<file path="config.mk">
export PLATFORM = sky130hd
export DESIGN_NAME = rtc_bcd_calendar
export DESIGN_NICKNAME = d
export VERILOG_FILES = /design/src/rtl/rtc_pkg.sv /design/src/rtl/rtc_frac_div.sv /design/src/rtl/rtc_month_len.sv /design/src/rtl/rtc_bcd_field.sv /design/src/rtl/rtc_bcd_calendar.sv
export SDC_FILE = /design/constraint.sdc
export NUM_CORES = 1
export LEC_CHECK = 0
export ABC_AREA = 0
export BUFFER_PORTS_ARGS = -buffer_cell sky130_fd_sc_hd__buf_4
export CAP_MARGIN = 20
export CORE_UTILIZATION = 46
export DETAILED_ROUTE_END_ITERATION = 10
export PLACE_DENSITY = 0.81
export SLEW_MARGIN = 10
export SYNTH_ARGS = -nofsm -noshare
export SYNTH_HDL_FRONTEND = slang
export SYNTH_SLANG_ARGS = --single-unit
export TNS_END_PERCENT = 5
</file>
<file path="constraint.sdc">
create_clock -name clk -period 4.55 [get_ports clk]
set_input_delay 0.2275 -clock clk [delete_from_list [all_inputs] [get_ports clk]]
set_output_delay 0.2275 -clock clk [all_outputs]
set_load 0.01 [all_outputs]
</file>
<file path="src/rtl/rtc_pkg.sv">
package rtc_pkg;
  localparam int NUM_FIELDS = 9;
  localparam int F_HSEC  = 0;
  localparam int F_SEC   = 1;
  localparam int F_MIN   = 2;
  localparam int F_HOUR  = 3;
  localparam int F_WDAY  = 4;
  localparam int F_DATE  = 5;
  localparam int F_MONTH = 6;
  localparam int F_YEAR  = 7;
  localparam int F_CENT  = 8;

  typedef logic [7:0] bcd2_t;

  function automatic logic bcd_ok(input bcd2_t v);
    return (v[3:0] <= 4'd9) && (v[7:4] <= 4'd9);
  endfunction

  function automatic bcd2_t bcd_inc(input bcd2_t v);
    if (v[3:0] == 4'd9) return {v[7:4] + 4'd1, 4'd0};
    return {v[7:4], v[3:0] + 4'd1};
  endfunction

  function automatic bcd2_t field_min(input int idx);
    case (idx)
      F_WDAY, F_DATE, F_MONTH: return 8'h01;
      default:                 return 8'h00;
    endcase
  endfunction

  // maximum of fields with a fixed range (date gets its limit at run time)
  function automatic bcd2_t field_max(input int idx);
    case (idx)
      F_SEC, F_MIN: return 8'h59;
      F_HOUR:       return 8'h23;
      F_WDAY:       return 8'h07;
      F_DATE:       return 8'h31;
      F_MONTH:      return 8'h12;
      default:      return 8'h99;
    endcase
  endfunction
endpackage

</file>
<file path="src/rtl/rtc_frac_div.sv">
module rtc_frac_div #(
  parameter int SRC_HZ  = 32768,
  parameter int TICK_HZ = 100
) (
  input  logic clk,
  input  logic rst,
  input  logic en,
  input  logic clr,
  output logic tick
);
  localparam int AW = $clog2(SRC_HZ);
  localparam logic [AW:0] MODV = (AW+1)'(SRC_HZ);
  localparam logic [AW:0] STEP = (AW+1)'(TICK_HZ);
  localparam int GAP_LO = SRC_HZ / TICK_HZ;

  logic [AW-1:0] acc;
  logic [AW:0]   sum;

  always_comb begin
    sum  = {1'b0, acc} + STEP;
    tick = en && !clr && (sum >= MODV);
  end

  always_ff @(posedge clk) begin
    if (rst || clr)  acc <= '0;
    else if (tick)   acc <= AW'(sum - MODV);
    else if (en)     acc <= sum[AW-1:0];
  end

  // enable count since the last tick or restart, for the spacing check
  logic [AW:0] gap;
  always_ff @(posedge clk) begin
    if (rst || clr || tick) gap <= '0;
    else if (en)            gap <= gap + 1'b1;
  end

  p_tick_spacing_r2: assert property (@(posedge clk) disable iff (rst)
    tick |-> (gap == (AW+1)'(GAP_LO - 1)) || (gap == (AW+1)'(GAP_LO)));
endmodule

</file>
<file path="src/rtl/rtc_month_len.sv">
module rtc_month_len (
  input  logic [7:0] month,
  input  logic [7:0] year,
  output logic [7:0] last_day
);
  logic leap;
  always_comb begin
    // multiple of four in BCD: even tens with units 0/4/8, odd tens with 2/6
    if (year[4] == 1'b0)
      leap = (year[3:0] == 4'd0) || (year[3:0] == 4'd4) || (year[3:0] == 4'd8);
    else
      leap = (year[3:0] == 4'd2) || (year[3:0] == 4'd6);
    case (month)
      8'h02:                      last_day = leap ? 8'h29 : 8'h28;
      8'h04, 8'h06, 8'h09, 8'h11: last_day = 8'h30;
      default:                    last_day = 8'h31;
    endcase
  end
endmodule

</file>
<file path="src/rtl/rtc_bcd_field.sv">
module rtc_bcd_field
  import rtc_pkg::*;
#(
  parameter logic [7:0] MINV = 8'h00
) (
  input  logic       clk,
  input  logic       rst,
  input  logic       inc,
  input  logic [7:0] max_bcd,
  input  logic       ld,
  input  logic [7:0] ld_val,
  output logic [7:0] val,
  output logic       at_end
);
  // an illegal or out-of-range value counts as the end of range
  always_comb at_end = !bcd_ok(val) || (val >= max_bcd);

  always_ff @(posedge clk) begin
    if (rst)      val <= MINV;
    else if (ld)  val <= ld_val;
    else if (inc) val <= at_end ? MINV : bcd_inc(val);
  end

  p_load_takes_r7: assert property (@(posedge clk) disable iff (rst)
    ld |=> val == $past(ld_val));
  p_hold_idle_r10: assert property (@(posedge clk) disable iff (rst)
    (!ld && !inc) |=> $stable(val));
  p_inc_legal_r9: assert property (@(posedge clk) disable iff (rst)
    (inc && !ld) |=> bcd_ok(val) && (val >= MINV) && (val <= $past(max_bcd)));
endmodule

</file>
<file path="src/rtl/rtc_bcd_calendar.sv">
module rtc_bcd_calendar
  import rtc_pkg::*;
#(
  parameter int SRC_HZ  = 32768,
  parameter int TICK_HZ = 100
) (
  input  logic       clk,
  input  logic       rst,
  input  logic       tick_32k,
  input  logic       div_clr,
  input  logic       load_en,
  input  logic [8:0] load_mask,
  input  logic [7:0] ld_hsec,
  input  logic [7:0] ld_sec,
  input  logic [7:0] ld_min,
  input  logic [7:0] ld_hour,
  input  logic [7:0] ld_wday,
  input  logic [7:0] ld_date,
  input  logic [7:0] ld_month,
  input  logic [7:0] ld_year,
  input  logic [7:0] ld_century,
  output logic [7:0] hsec,
  output logic [7:0] sec,
  output logic [7:0] min,
  output logic [7:0] hour,
  output logic [7:0] wday,
  output logic [7:0] date,
  output logic [7:0] month,
  output logic [7:0] year,
  output logic [7:0] century
);
  localparam int NF = NUM_FIELDS;

  logic             tick;
  logic [7:0]       ldv  [NF];
  logic [7:0]       fval [NF];
  logic [7:0]       fmax [NF];
  logic [NF-1:0]    inc;
  logic [NF-1:0]    wrap;
  logic             day_carry;
  logic [7:0]       mlen;

  rtc_frac_div #(.SRC_HZ(SRC_HZ), .TICK_HZ(TICK_HZ)) u_div (
    .clk(clk), .rst(rst), .en(tick_32k), .clr(div_clr || load_en), .tick(tick)
  );

  rtc_month_len u_mlen (
    .month(fval[F_MONTH]), .year(fval[F_YEAR]), .last_day(mlen)
  );

  always_comb begin
    ldv[F_HSEC]  = ld_hsec;
    ldv[F_SEC]   = ld_sec;
    ldv[F_MIN]   = ld_min;
    ldv[F_HOUR]  = ld_hour;
    ldv[F_WDAY]  = ld_wday;
    ldv[F_DATE]  = ld_date;
    ldv[F_MONTH] = ld_month;
    ldv[F_YEAR]  = ld_year;
    ldv[F_CENT]  = ld_century;
  end

  // ripple carry: time fields in series, then weekday and date in parallel
  always_comb begin
    inc[F_HSEC]  = tick;
    inc[F_SEC]   = inc[F_HSEC] & wrap[F_HSEC];
    inc[F_MIN]   = inc[F_SEC]  & wrap[F_SEC];
    inc[F_HOUR]  = inc[F_MIN]  & wrap[F_MIN];
    day_carry    = inc[F_HOUR] & wrap[F_HOUR];
    inc[F_WDAY]  = day_carry;
    inc[F_DATE]  = day_carry;
    inc[F_MONTH] = day_carry & wrap[F_DATE];
    inc[F_YEAR]  = inc[F_MONTH] & wrap[F_MONTH];
    inc[F_CENT]  = inc[F_YEAR]  & wrap[F_YEAR];
  end

  for (genvar i = 0; i < NF; i++) begin : g_field
    localparam logic [7:0] FMIN = field_min(i);
    if (i == F_DATE) begin : g_dyn
      always_comb fmax[i] = mlen;
    end else begin : g_fix
      always_comb fmax[i] = field_max(i);
    end
    rtc_bcd_field #(.MINV(FMIN)) u_fld (
      .clk(clk), .rst(rst), .inc(inc[i]), .max_bcd(fmax[i]),
      .ld(load_en && load_mask[i]), .ld_val(ldv[i]),
      .val(fval[i]), .at_end(wrap[i])
    );
  end

  always_comb begin
    hsec    = fval[F_HSEC];
    sec     = fval[F_SEC];
    min     = fval[F_MIN];
    hour    = fval[F_HOUR];
    wday    = fval[F_WDAY];
    date    = fval[F_DATE];
    month   = fval[F_MONTH];
    year    = fval[F_YEAR];
    century = fval[F_CENT];
  end

  p_wday_wrap_r4: assert property (@(posedge clk) disable iff (rst)
    (day_carry && wrap[F_WDAY] && !(load_en && load_mask[F_WDAY])) |=> wday == 8'h01);
  p_cent_wrap_r6: assert property (@(posedge clk) disable iff (rst)
    (inc[F_CENT] && wrap[F_CENT] && !(load_en && load_mask[F_CENT])) |=> century == 8'h00);
  p_no_count_on_load_r7: assert property (@(posedge clk) disable iff (rst)
    (load_en && !load_mask[F_HSEC]) |=> $stable(hsec));
  p_quiet_enable_r10: assert property (@(posedge clk) disable iff (rst)
    (!tick_32k && !load_en) |=> $stable(hsec));
endmodule

</file>
## After elaboration in Yosys (flattened, before gate mapping)

Cells that the tools add are included.

| word-level totals | value |
|---|---|
| bits in registers | 87 |
| latch bits | 0 |
| bits in writable memories | 0 |
| ROM bits | 0 |
| input port bits | 86 |
| output and inout port bits | 72 |
| logic and storage cells | 252 |
| memories kept | 0 |

| cells by class | value |
|---|---|
| $add $sub $neg | 20 |
| $mul | 0 |
| divide/modulo/power cells | 0 |
| magnitude comparators | 28 |
| equal/unequal tests | 18 |
| shifts and indexed selects | 0 |
| multiplexer cells | 86 |
| bitwise gates (word level) | 7 |
| reductions and logical operators | 74 |

Operator list:

| kind | count |
|---|---|
| $mux 8 | 45 |
| $add 4x1->4 const B | 18 |
| $le 4x4->1 const B | 18 |
| $eq 4x4->1 const B | 10 |
| $mux 1 | 38 |
| $mux 15 | 2 |
| $reduce_bool 3->1 | 9 |
| $ge 8x8->1 const B | 3 |
| $logic_and 1x1->1 | 20 |
| $reduce_bool 2->1 | 10 |
| $reduce_and 2->1 | 9 |
| $add 15x7->16 const B | 1 |
| $eq 8x3->1 const B | 2 |
| $ge 16x16->1 const B | 1 |
| $ge 8x7->1 const B | 2 |
| $pmux 8 s2 | 1 |
| $sub 15x1->15 const B | 1 |
| $logic_or 1x1->1 | 14 |
| $logic_not 1->1 | 10 |
| $eq 4x3->1 const B | 2 |
| $eq 8x2->1 const B | 1 |
| $eq 8x4->1 const B | 1 |
| $eq 8x5->1 const B | 1 |
| $ge 8x3->1 const B | 1 |
| 7 further kinds | 13 |

## Longest topological paths before layout

| depth | value |
|---|---|
| depth in word-level cells | 18 |
| depth in mapped cells | 15 |
| depth with buffers taken out | 14 |

## Cells and area by module

Synthesis repeated with hierarchy kept, for this count alone.

| second synthesis, totals | value |
|---|---|
| cell total of the unflattened synthesis | 1,018 |
| area, all modules | 8,200.4 um2 |

By module, submodules not included:

| module | instances | cells each | area each (um2) | seq. area each (um2) |
|---|---|---|---|---|
| rtc_bcd_field at g_field[0].u_fld ... | 6 | 95 | 798.3 | 160.2 |
| rtc_bcd_field at g_field[4].u_fld ... | 3 | 111 | 832.0 | 160.2 |
| rtc_frac_div | 1 | 71 | 641.9 | 260.2 |
| rtc_bcd_calendar | 1 | 24 | 138.9 | 0.0 |
| rtc_month_len | 1 | 20 | 133.9 | 0.0 |

## Worst setup path after synthesis

Ideal clock, no wire load.

| timing path | value |
|---|---|
| kind | reg2reg |
| from | reg g_field[6].u_fld.val[0] |
| to | reg g_field[8].u_fld.val[5] |
| setup time | 86 ps |
| arrival | 3,271 ps |
| required time | 4,464 ps |
| slack | 1,193 ps |
| stages on the path, launching flop included | 16 |
| path buffers | 2 |
| cell sequence | dfxtp_1 > buf_2 > nor2b_1 > nand2_1 > o22a_1 > o21ai_0 > a21oi_1 > ha_1 > or4b_1 > o211ai_1 > a32oi_1 > and4_1 > buf_4 > a31oi_2 > a221oi_1 > a211oi_1 |

| between the ends | value |
|---|---|
| longest elaborated chain between the ends | 10 |
| elaborated cells between the ends (all ways) | 19 |

Ends and longest elaborated chain:

| what | RTL line | text |
|---|---|---|
| start: declaration | rtc_bcd_field.sv:12 | `output logic [7:0] val,` |
| start signal: assignment | rtc_bcd_field.sv:20 | `else if (ld) val <= ld_val;` |
| start signal: assignment | rtc_bcd_field.sv:21 | `else if (inc) val <= at_end ? MINV : bcd_inc(val);` |
| $eq 8x3->1 (tied with other cells) | rtc_month_len.sv:13 | `case (month)` |
| $reduce_or 4->1 | rtc_month_len.sv:13 |  |
| $pmux 8 s2 | rtc_month_len.sv:13 |  |
| $ge 8x8->1 | rtc_bcd_field.sv:16 | `always_comb at_end = !bcd_ok(val) \|\| (val >= max_bcd);` |
| $logic_or 1x1->1 | rtc_bcd_field.sv:16 |  |
| $and 1x1->1 | rtc_bcd_calendar.sv:72 | `inc[F_MONTH] = day_carry & wrap[F_DATE];` |
| $and 1x1->1 * | rtc_bcd_calendar.sv:73 | `inc[F_YEAR] = inc[F_MONTH] & wrap[F_MONTH];` |
| $and 1x1->1 * | rtc_bcd_calendar.sv:74 | `inc[F_CENT] = inc[F_YEAR] & wrap[F_YEAR];` |
| $reduce_bool 2->1 (no source line) * | - |  |
| $reduce_and 2->1 (no source line) * | - |  |
| end signal: assignment | rtc_bcd_field.sv:20 |  |
| end signal: assignment | rtc_bcd_field.sv:21 |  |
| end: declaration | rtc_bcd_field.sv:12 |  |

Every way passes the cells marked *; elsewhere a longest branch is shown, timed or not.
A chain may end at the register's enable or synchronous reset.

## Final worst setup path

| timing path | value |
|---|---|
| from | reg g_field[6].u_fld.val[0] |
| to | reg g_field[7].u_fld.val[2] |

| between the ends | value |
|---|---|
| longest elaborated chain between the ends | 8 |
| elaborated cells between the ends (all ways) | 17 |

Ends and longest elaborated chain:

| what | RTL line |
|---|---|
| $eq 8x3->1 (tied with other cells) | rtc_month_len.sv:13 |
| $reduce_or 4->1 | rtc_month_len.sv:13 |
| $pmux 8 s2 | rtc_month_len.sv:13 |
| $ge 8x8->1 | rtc_bcd_field.sv:16 |
| $logic_or 1x1->1 | rtc_bcd_field.sv:16 |
| $and 1x1->1 | rtc_bcd_calendar.sv:72 |
| $and 1x1->1 * | rtc_bcd_calendar.sv:73 |
| $reduce_bool 2->1 (no source line) * | - |
| end signal: assignment | rtc_bcd_field.sv:20 |
| end signal: assignment | rtc_bcd_field.sv:21 |
| end: declaration | rtc_bcd_field.sv:12 |

Marked as above.

==> results.txt <==
- Run status: complete, no violations
* Post-cts hold buffer count: 0
- The smallest clock period supported by the final layout is computed as 3.62 ns.
- The clock drives 85 sinks.
- Of the cells placed in the final design, the portion with a size suffix greater than 1 is 0.235.
- After detailed routing, the average wire length per cell comes to 15.0 um.
* Sum of routed wire length over all layers: 14900 um
- Leaving out fill and tap cells, the most frequent cell in the layout is buf_4.
* Critical Path Source Type: flip-flop
- Mean post-synth cell area: 7.68 um^2
- Via-per-instance ratio: 5.81
- Most used DFF post-synth: dfxtp_1
- At the end of routability-driven placement, the weighted congestion stood at 0.878.
- Entering global routing, the biggest net connects 77 pins.
* Initial antenna violation count: 0
- YS warnings: 0
- The finished layout holds 991 standard cells, fillers aside.
- Initial DRT Pass Iterations: 5
* Number of maximum-capacitance violations: 0
- Max clock buf depth: 2
* Slew Viols, Final: 0
- In this run the remaining antenna-violating nets after routing total 0.
* Synthesis-to-layout area growth: 28.7%
- The via count of the first global-routing pass came to 5172.
* Highest net fanout along the worst path: 11
- STA puts the critical path data required time at 4.80 ns.
- The tightest min-delay check is of the in2reg type.
* Seq cells post-synth: 85
- CP endpoint kind: flip-flop
* Measured slew at the worst slew-check pin: 0.843 ns
* Clock tree from TritonCTS: done
* TritonCTS buffer count: 9
- Net count after synthesis: 823
* Share of flip-flops with an asynchronous set or reset after synthesis: 0
* Commonest cells after routing, fill and taps aside: buf_4, dfxtp_1, nand2_1, nor2_1, a21oi_1
- Post-CTS setup buffers: 0
- Post-route worst hold slack: 0.0900 ns
* Number of cells in the design after placement: 975
- VDD sags by at most 0.000192 V.
- The floorplan has 39 rows.
* X dimension of the die: 111 um
* PD cells: 284 nW/um^2
* Total count of hold-check failures in the final report: 0
* DRC viols: 0
* Final antenna diode count: 0
- The floorplan step defined a die boundary enclosing 12200 um^2.
- Relative slew margins: 0.438
* Period utilisation layout: 0.796
* Clock slew at reported path FFs: 0.06 ns
- For this run the aggregate overflow at the end of global routing stands at 0.
- Data arrives at the worst endpoint at 3.87 ns.
- Post-Syn Area: 5430 um^2
- DR vias: 5759
- Number of standard cells after synthesis: 707
* Setup Skew: 0.00563 ns
- RSZ-0062 raised after global routing: no
- Final setup violating endpoints: 0
* H-Tree Depth: 3
- Skew-Pair Late Insertion Delay: 0.34 ns
- Root buf cell: clkbuf_16
- The final layout contains 959 nets.
- IO buf count: 157
- Setup total negative slack on the finished layout was measured at 0 ns.
* Resized cells post-CTS: 0
- Number of top-level design ports: 158
* Global-route wire length before repair: 24700 um
* Unique masters post-synth: 75
- The share of the Yosys chip area taken by registers is 0.313.
- Die height: 111 um
- After legalization and detailed placement, the total HPWL measured 10900 um.
- Number of flops mapped to enable cells by yosys: 0
- Across every metal layer, demand over resource in global routing totals 0.242.
- Maximum clock frequency: 276 MHz
- The setup path with the least slack is of type reg2reg.
* DR iter-0 viols: 486
- The core region is 11500 um^2.
- Leakage power total: 2.79 nW
* Starting density of the core: 0.474
-- state kept, by name, indices dropped and copies added (netlist names) --
name,count
g_field.u_fld.val,72
u_div.acc,13
-- cells in the mapped netlist (4+ instances only) --
master	count	area (um^2)
dfxtp_1	85	1700
nand2_1	76	285
nor2_1	71	267
a21oi_1	51	255
o21ai_0	46	230
inv_1	37	139
nand3_1	35	175
ha_1	30	375
clkbuf_1	23	86.3
a211oi_1	22	165
nor3_1	17	85.1
and2_1	13	81.3
a22oi_1	12	90.1
a31oi_1	12	75.1
a311oi_1	10	87.6
nand4_1	10	62.6
o211ai_1	9	67.6
xor2_1	9	78.8
nor4_1	7	43.8
or3_1	7	43.8
xnor2_1	7	61.3
buf_2	6	30.0
or4_1	6	45.0
nand2b_1	5	31.3
nor2b_1	5	31.3
a221oi_1	4	35.0
a32o_1	4	40.0
and3_1	4	25.0
and4_1	4	35.0
buf_1	4	15.0
mux2i_1	4	40.0
o21a_1	4	30.0
or2_2	4	25.0
-- routing by layer --
metal	global-route usage	wire length, um
met5	0	0
met4	0.0827	267
met3	0.0323	894
met2	0.389	6920
met1	0.333	6830
-- final cells by class --
cell class,count,area (um^2)
fill,1058,4480
multi-input combinational,551,3450
sequential,85,1700
timing repair buffer,159,1190
clock buffer,10,239
tap,143,179
inverter,37,139
clock inverter,6,86.3
-- stage by stage --
| step | total power, mW | cell area [um^2] | setup slack [ns] | util |
|---|---|---|---|---|
| 6_report | 1.98 | 6990 | 0.927 | 0.610 |
| 5_1_grt | 2.08 | 6990 | 0.684 | 0.610 |
| 4_1_cts | 1.99 | 6990 | 0.956 | 0.610 |
| 3_5_place_dp | 1.20 | 6670 | 0.971 | 0.581 |
| 3_3_place_gp | 1.19 | 6670 | 1.07 | 0.581 |
| 2_1_floorplan | 1.04 | 5430 | 1.19 | - |
-- logic make-up (layout without fill, tap and decap cells) --
| group | Yosys count | count (layout) | synth area share |
|---|---|---|---|
| AO/OA/AOI/OAI | 209 | 209 | 0.259 |
| AND/OR/NAND/NOR | 291 | 291 | 0.272 |
| buffers and inverters | 71 | 212 | 0.0511 |
| flip-flops | 85 | 85 | 0.313 |
| multiplexers | 4 | 4 | 0.00737 |
| adder cells (fa/ha/maj) | 31 | 31 | 0.0712 |
| XOR/XNOR | 16 | 16 | 0.0258 |
-- worst max-delay path, cell delays in order (launching register included) --
cell and delay [ns]:
dfxtp_1 0.51, nor2b_1 0.29, nand2_1 0.09, o22a_1 0.17, o21ai_0 0.15, a21oi_1 0.09
ha_1 0.27, or4b_1 0.10, o211ai_1 0.10, a32oi_1 0.25, and4_1 0.54, nand2_1 0.24
or4_1 0.50, a311oi_1 0.24
-- power by group --
part | total [mW] | internal, mW | leakage, nW | switching, mW
combinational | 0.349 | 0.171 | 1.94 | 0.178
clock | 0.798 | 0.495 | 0.158 | 0.303
sequential | 0.835 | 0.779 | 0.695 | 0.0561
total | 1.98 | 1.44 | 2.79 | 0.537
-- path summary, 6_finish.rpt --
path | start | to | slack (ns) | cells past startpoint
worst min-delay path | ld_century[2] | g_field[8].u_fld.val[2] | 0.09 | 3
worst max register to register | g_field[6].u_fld.val[0] | g_field[7].u_fld.val[2] | 0.93 | 13
worst min register to register | g_field[3].u_fld.val[7] | g_field[3].u_fld.val[7] | 0.48 | 2
worst max-delay path | g_field[6].u_fld.val[0] | g_field[7].u_fld.val[2] | 0.93 | 13
(Power assumes the default switching activity.)
